[config.mk]
export PLATFORM = sky130hd
export DESIGN_NAME = uart_irq_ctrl
export DESIGN_NICKNAME = d
export VERILOG_FILES = /design/src/rtl/uart_irq_pkg.sv /design/src/rtl/uart_irq_datapath.sv /design/src/rtl/uart_irq_control.sv /design/src/rtl/uart_irq_ctrl.sv
export SDC_FILE = /design/constraint.sdc
export NUM_CORES = 1
export LEC_CHECK = 0
export ABC_CLOCK_PERIOD_IN_PS = 1400
export BUFFER_PORTS_ARGS = -buffer_cell sky130_fd_sc_hd__buf_2
export CAP_MARGIN = 20
export CORE_AREA = 5 5 42 44
export CTS_CLUSTER_DIAMETER = 80
export CTS_CLUSTER_SIZE = 40
export DETAILED_ROUTE_END_ITERATION = 10
export DIE_AREA = 0 0 47 49
export MAX_ROUTING_LAYER = met4
export PLACE_DENSITY = 0.73
export RECOVER_POWER = 100
export SKIP_CTS_REPAIR_TIMING = 1
export SLEW_MARGIN = 10
export SYNTH_ARGS = -nofsm -noshare
export SYNTH_HDL_FRONTEND = slang
export SYNTH_SLANG_ARGS = --single-unit
[constraint.sdc]
create_clock -name clk -period 1.4 [get_ports clk]
set_input_delay 0.07 -clock clk [delete_from_list [all_inputs] [get_ports clk]]
set_output_delay 0.07 -clock clk [all_outputs]
set_load 0.1 [all_outputs]
[src/rtl/uart_irq_pkg.sv]
package uart_irq_pkg;

  typedef enum logic [3:0] {
    ISR_LINE  = 4'b0110,
    ISR_RXRDY = 4'b0100,
    ISR_TXRDY = 4'b0010,
    ISR_NONE  = 4'b0001
  } isr_code_e;

  // pending sources before enable gating
  typedef struct packed {
    logic line;
    logic rx;
    logic tx;
  } src_vec_t;

  // control to datapath
  typedef struct packed {
    logic clrTx;
    logic clrLine;
  } irq_strobe_t;

endpackage

[src/rtl/uart_irq_datapath.sv]
module uart_irq_datapath
  import uart_irq_pkg::*;
#(
  parameter int CNT_W = 5,
  parameter int ERR_W = 4
) (
  input  logic             clk,
  input  logic             rstN,
  input  logic             fifoEn,
  input  logic [CNT_W-1:0] rxCount,
  input  logic [CNT_W-1:0] rxTrigger,
  input  logic             rxPush,
  input  logic [ERR_W-1:0] errFlags,
  input  logic             txEmpty,
  input  irq_strobe_t      strobes,
  output src_vec_t         rawPend,
  output logic             dataRdy
);

  logic             txPrev;
  logic             txPend;
  logic [ERR_W-1:0] errLatch;
  logic             rxLevel;
  logic             txRise;

  assign txRise = txEmpty & ~txPrev;

  // receive level: trigger compare in FIFO mode, any data otherwise
  always_comb begin
    if (fifoEn) rxLevel = (rxCount >= rxTrigger);
    else        rxLevel = (rxCount != '0);
  end

  always_ff @(posedge clk) begin
    if (!rstN) begin
      txPrev   <= 1'b1;
      txPend   <= 1'b0;
      errLatch <= '0;
      dataRdy  <= 1'b0;
    end else begin
      txPrev <= txEmpty;
      if (txRise)             txPend <= 1'b1;
      else if (strobes.clrTx) txPend <= 1'b0;
      if (strobes.clrLine) errLatch <= errFlags;
      else                 errLatch <= errLatch | errFlags;
      if (rxPush)                dataRdy <= 1'b1;
      else if (rxCount == '0)    dataRdy <= 1'b0;
    end
  end

  assign rawPend.line = |errLatch;
  assign rawPend.rx   = rxLevel;
  assign rawPend.tx   = txPend;

  a_r4_push_sets_ready: assert property (@(posedge clk) disable iff (!rstN)
    rxPush |=> dataRdy);
  a_r4_empty_clears: assert property (@(posedge clk) disable iff (!rstN)
    (!rxPush && rxCount == '0) |=> !dataRdy);
  a_r7_new_error_kept: assert property (@(posedge clk) disable iff (!rstN)
    (|errFlags) |=> rawPend.line);
  a_r5_rise_latches: assert property (@(posedge clk) disable iff (!rstN)
    (txEmpty && !txPrev) |=> txPend);

endmodule

[src/rtl/uart_irq_control.sv]
module uart_irq_control
  import uart_irq_pkg::*;
(
  input  logic        clk,
  input  logic        rstN,
  input  logic [2:0]  intEnable,
  input  src_vec_t    rawPend,
  input  logic        isrRead,
  input  logic        lsrRead,
  input  logic        thrWrite,
  output irq_strobe_t strobes,
  output isr_code_e   code,
  output logic        irq
);

  src_vec_t enPend;

  always_comb begin
    enPend.line = rawPend.line & intEnable[2];
    enPend.rx   = rawPend.rx   & intEnable[0];
    enPend.tx   = rawPend.tx   & intEnable[1];
    irq = enPend.line | enPend.rx | enPend.tx;
    if (enPend.line)    code = ISR_LINE;
    else if (enPend.rx) code = ISR_RXRDY;
    else if (enPend.tx) code = ISR_TXRDY;
    else                code = ISR_NONE;
  end

  always_comb begin
    strobes.clrLine = lsrRead;
    strobes.clrTx   = thrWrite | (isrRead & (code == ISR_TXRDY));
  end

  a_r10_irq_matches_code: assert property (@(posedge clk) disable iff (!rstN)
    irq == (code != ISR_NONE));
  a_r8_line_on_top: assert property (@(posedge clk) disable iff (!rstN)
    (rawPend.line && intEnable[2]) |-> code == ISR_LINE);
  a_r9_disabled_silent: assert property (@(posedge clk) disable iff (!rstN)
    (intEnable == 3'b000) |-> !irq);

endmodule

[src/rtl/uart_irq_ctrl.sv]
module uart_irq_ctrl
  import uart_irq_pkg::*;
#(
  parameter int FIFO_DEPTH = 16,
  parameter int ERR_W      = 4,
  localparam int CNT_W     = $clog2(FIFO_DEPTH + 1)
) (
  input  logic             clk,
  input  logic             rstN,
  input  logic             fifoEn,
  input  logic [2:0]       intEnable,
  input  logic [CNT_W-1:0] rxCount,
  input  logic [CNT_W-1:0] rxTrigger,
  input  logic             rxPush,
  input  logic [ERR_W-1:0] errFlags,
  input  logic             txEmpty,
  input  logic             isrRead,
  input  logic             lsrRead,
  input  logic             thrWrite,
  output logic             irqOut,
  output logic [7:0]       isrValue,
  output logic             dataReady
);

  src_vec_t    rawPend;
  irq_strobe_t strobes;
  isr_code_e   code;

  uart_irq_datapath #(.CNT_W(CNT_W), .ERR_W(ERR_W)) uDp (
    .clk(clk), .rstN(rstN), .fifoEn(fifoEn), .rxCount(rxCount),
    .rxTrigger(rxTrigger), .rxPush(rxPush), .errFlags(errFlags),
    .txEmpty(txEmpty), .strobes(strobes), .rawPend(rawPend),
    .dataRdy(dataReady)
  );

  uart_irq_control uCtl (
    .clk(clk), .rstN(rstN), .intEnable(intEnable), .rawPend(rawPend),
    .isrRead(isrRead), .lsrRead(lsrRead), .thrWrite(thrWrite),
    .strobes(strobes), .code(code), .irq(irqOut)
  );

  assign isrValue = {{2{fifoEn}}, 2'b00, code};

  a_r6_read_keeps_hidden_tx: assert property (@(posedge clk) disable iff (!rstN)
    (isrRead && !thrWrite && rawPend.tx && isrValue[3:0] != 4'b0010)
      |=> rawPend.tx);
  a_r6_write_clears_tx: assert property (@(posedge clk) disable iff (!rstN)
    (thrWrite && !(txEmpty && !$past(txEmpty))) |=> !rawPend.tx || txEmpty);

endmodule

# Word level (Yosys, flattened, before mapping)

Index checks and enable logic that the tools add are counted.

Order comparisons: 1
Eq/ne operators: 1
Mux-type cells: 9
Bitwise operators: 10
Reductions and logical operators: 5

Operators with widths:

| kind                                                | count |
|---|---|
| 2-to-1 mux 4 bit                                    | 3 |
| bitwise AND 1 bit                                   | 5 |
| greater-or-equal comparator 5 bit                   | 1 |
| logical NOT 5 bit                                   | 1 |
| 2-to-1 mux 1 bit                                    | 5 |
| nonzero test 5 bit                                  | 1 |
| equality test 4 x 2 -> 1 bit, second input constant | 1 |
| OR 4 bit                                            | 1 |
| nonzero test 2 bit                                  | 2 |
| OR reduction 4 bit                                  | 1 |
| OR 1 bit                                            | 3 |
| 2-to-1 mux 2 bit                                    | 1 |
| NOT 1 bit                                           | 1 |

Register bits: 7
Input bits: 25
Output and inout port bits: 10
Word-level logic and storage cells: 30

# Longest topological paths before layout

Depth after elaboration: 10
Mapped depth: 7
Mapped depth without buffers: 7

# Cells and area by module

A second synthesis with hierarchy kept.

Cells, all modules: 63
Area, all modules: 505.5 µm²

By module, submodules not included:

| module            | instances | cells each | area an instance (µm²) | sequential area each (µm²) |
|---|---|---|---|---|
| uart_irq_datapath | 1         | 47         | 400.4                  | 140.1 |
| uart_irq_control  | 1         | 11         | 71.3                   | 0.0 |
| uart_irq_ctrl     | 1         | 5          | 33.8                   | 0.0 |

# Worst setup path after synthesis

Ideal clock, no wire load.

Kind: input to output
From: input rxCount[0]
To: output isrValue[0]
Arrival: 1.672 ns
Data required time: 1.330 ns
Slack: -0.342 ns
Cell stages on the path: 7
Path buffers: 0
Path through: inv_1 ha_1 nand2b_1 nand3_1 a21oi_1 o221ai_2 and3_1

Word-level cells in the longest chain between the ends: 5
Elaborated cells on any way between the ends: 6
Those cells by class: order compare: 1; mux: 3; bitwise: 1; reduce/logical: 1

Ends and longest elaborated chain:

| element                                                                 | RTL line                                         | text |
|---|---|---|
| from (decl)                                                             | uart_irq_ctrl.sv:12                              | `input logic [CNT_W-1:0] rxCount,` |
| greater-or-equal comparator 5 bit or nonzero test 5 bit (tied branches) | uart_irq_datapath.sv:30, uart_irq_datapath.sv:31 |  |
| 2-to-1 mux 1 bit *                                                      | uart_irq_datapath.sv:30                          | `if (fifoEn) rxLevel = (rxCount >= rxTrigger);` |
| bitwise AND 1 bit *                                                     | uart_irq_control.sv:20                           | `enPend.rx = rawPend.rx & intEnable[0];` |
| 2-to-1 mux 4 bit *                                                      | uart_irq_control.sv:24                           | `else if (enPend.rx) code = ISR_RXRDY;` |
| 2-to-1 mux 4 bit *                                                      | uart_irq_control.sv:23                           | `if (enPend.line) code = ISR_LINE;` |
| to (decl)                                                               | uart_irq_ctrl.sv:21                              | `output logic [7:0] isrValue,` |

Every way passes the cells marked *; elsewhere a longest branch is shown, timed or not.

# Worst setup path after layout

From: input rxCount[2]
To: output irqOut

Word-level cells in the longest chain between the ends: 5
Elaborated cells on any way between the ends: 6
Those cells by class: order compare: 1; mux: 1; bitwise: 3; reduce/logical: 1

Ends and longest elaborated chain:

| element                                                                 | RTL line                                         | text |
|---|---|---|
| greater-or-equal comparator 5 bit or nonzero test 5 bit (tied branches) | uart_irq_datapath.sv:30, uart_irq_datapath.sv:31 |  |
| 2-to-1 mux 1 bit *                                                      | uart_irq_datapath.sv:30                          |  |
| bitwise AND 1 bit *                                                     | uart_irq_control.sv:20                           |  |
| OR 1 bit * (2 in series)                                                | uart_irq_control.sv:22                           | `irq = enPend.line \| enPend.rx \| enPend.tx;` |
| to (decl)                                                               | uart_irq_ctrl.sv:20                              | `output logic irqOut,` |

Marked as above.

==> reports/metrics.cfg <==
[timing]
finalSetupTns_ns=-0.5702
worst_slack_ns=-0.1591
rsz0062_at_grt=yes
slew_violations=0
tightest_slew_ns=1.164
period_minus_slack_ns=1.559
period_share_pct=111.4
hold_viol_final=0
max-slew-margin-rel_pct=22.71
finalSetupViolations=4
fin_worst_skew_ns=0.003589
timing.fmax_mhz=641.4

[logic_synthesis]
synthMuxAreaShare_pct=0
yosysSeqAreaShare_pct=28.72
syn_area_um2=488.0
synth_top_family_by_area=simple AND/OR/NAND/NOR gates
syn_area_per_cell_um2=8.561
synth_compound_area_share_pct=22.56
synth_warnings=0
yosys_register_bits=7
ys.flop_type=dfxtp_1
synth_cells=57
synth_edf_count=0
yosys.area_share.simple_pct=22.82
synth_largest_area_cell=dfxtp_1
synthArstFlopShare_pct=0
synth-xor-area-share_pct=0
synth_top_area_share_pct=28.72
synth_cell_types=21
synth.area.top_cells=dfxtp_1, ha_1, nor2b_1
synthAdderAreaFrac_pct=12.82

[critical_path]
startpoint_type=input port
crit_start=rxCount[2]
crit_path_max_incr_delay_ns=0.32
timing.rr.end=uDp.txPend
worst_ep_required_time_ns=1.33
ff2ff_path_depth=2
cp_top_family=compound AO/OA/AOI/OAI gates
critPathSlowestCell=ha_1
cp-end-kind=output pin
crit-reg2reg-launch=uDp.errLatch[2]
cp.arrival_ns=1.49
worstSetupPathType=input port to output pin
path_depth=8
critPathCapture=irqOut
cp_common_cell=a21oi_2
path_buf_inv=3
cp_cell_sequence=buf_2 > ha_1 > a21oi_2 > a21oi_2 > o221ai_2 > buf_4 > nand3_4 > buf_12
worst-path-max-fanout=5
r2r_slack_ns=0.33

[pwr]
power.density_nw_per_um2=989.3
power_leakage_nw=0.3993
vdd_ir_drop_max_mv=0.6429
power_uw=788.5

[status]
violations=setup timing
outcome=complete, but fails checks

[cts]
cts-htree-levels=1
cts_root_buf=clkbuf_4
numClockSinks=7
cts_buffer_depth=2
cts_tree=done
cts.clk_slew.worst_paths_ns=0.05
clk_latency_ns=0.26
cts_buffers=3

[run]
cap_viol_max_count=0

[die]
fp-row-count=14
io_pins=35
core_um2=1401
die_h_um=49
fp.dieArea_um2=2303
initial_core_util_pct=34.82
dieWidth_um=47

[detailed_routing]
post_drt_via_cell_ratio=4.697
drc=0
routed_wl_mm=1.302
drtAntennaViolNets=0
drtIter0Drc=5
routedWlPerCell_um=11.94
dr.pass1.iters=4
vias=512

[grt]
grt_max_degree=8
track_usage_pct=11.93
grt_overflow=0
antenna_found_initial=0
grt_pass1_vias=510
grt_first_pass_wirelength_mm=1.925

[worst_hold_path]
hold_path_class=input port to flip-flop

[finish]
layout_common_cells=buf_2, nor2b_1, dfxtp_1
fin_nets=124
drive_gt1_share_pct=51.61
utilization_pct=56.88
syn_to_final_growth_pct=63.33
antenna_cells=0
nFillCells=129
layout_commonest_cell=buf_2

[placed_design]
dp_hpwl_mm=1.042
portBuffers=31
gp_congestion=0.7149
place_ws_ns=-0.1520

worst min-delay path by stage:
| stage | startpoint | endpoint | cells after the start |
|---|---|---|---|
| after floorplan | rstN | uDp.txPrev | 1 |
| after global placement | txEmpty | uDp.txPrev | 2 |
| after detailed placement | txEmpty | uDp.txPrev | 2 |
| after CTS | txEmpty | uDp.txPrev | 2 |
| after global routing | isrRead | uDp.txPend | 2 |
| final | txEmpty | uDp.txPrev | 2 |
routing by layer:
layer	share of wire, %	GRT usage (%)	wire length, um
met1	36	11.04	466
met2	56	21.27	727
met3	8.3	2.214	108
met4	0	6.912	0
met5	0	-	0
Yosys cell counts (2+ instances only):
cell	count
dfxtp_1	7
nor2b_1	7
buf_4	5
ha_1	5
inv_1	5
nand2_1	5
o21a_1	4
a21oi_1	3
nand2b_1	2
nand3_1	2
nor2_1	2
through the flow:
step | instance area (um^2) | instances | hold slack, ns
3_5_place_dp | 716.9 | 103 | 0.2808
3_3_place_gp | 716.9 | 103 | 0.2636
4_1_cts | 744.5 | 107 | 0.007180
2_1_floorplan | 504.2 | 59 | 0.1430
6_report | 797.0 | 109 | 0.01900
5_1_grt | 797.0 | 109 | 0.01304
sequential cells by signal, indices dropped and copies added, names as in the netlist:
name	count
uDp.errLatch	4
uDp.dataRdy	1
uDp.txPend	1
uDp.txPrev	1
cell type report:
| type | count | area, um^2 | area share (%) |
|---|---|---|---|
| clock buffer | 3 | 22.52 | 2.826 |
| clock inverter | 1 | 5.005 | 0.6279 |
| inverter | 6 | 22.52 | 2.826 |
| multi-input combinational | 41 | 344.1 | 43.17 |
| sequential | 7 | 141.4 | 17.74 |
| tap | 16 | 20.02 | 2.512 |
| timing repair buffer | 35 | 241.5 | 30.30 |
cells by family after synthesis:
| kind of cell | Yosys count |
|---|---|
| DFF | 7 |
| other | 1 |
| and+or+nand+nor | 21 |
| AOI/OAI and AO/OA | 12 |
| buffers and inverters | 11 |
| adders and majority gates | 5 |
power by group:
part           internal (mW)  total, mW  switching (mW)
Sequential             0.212      0.222         0.00994
Clock                  0.105      0.187          0.0825
Combinational          0.136      0.379           0.243
Note: power is estimated with default switching activity, not from simulation.
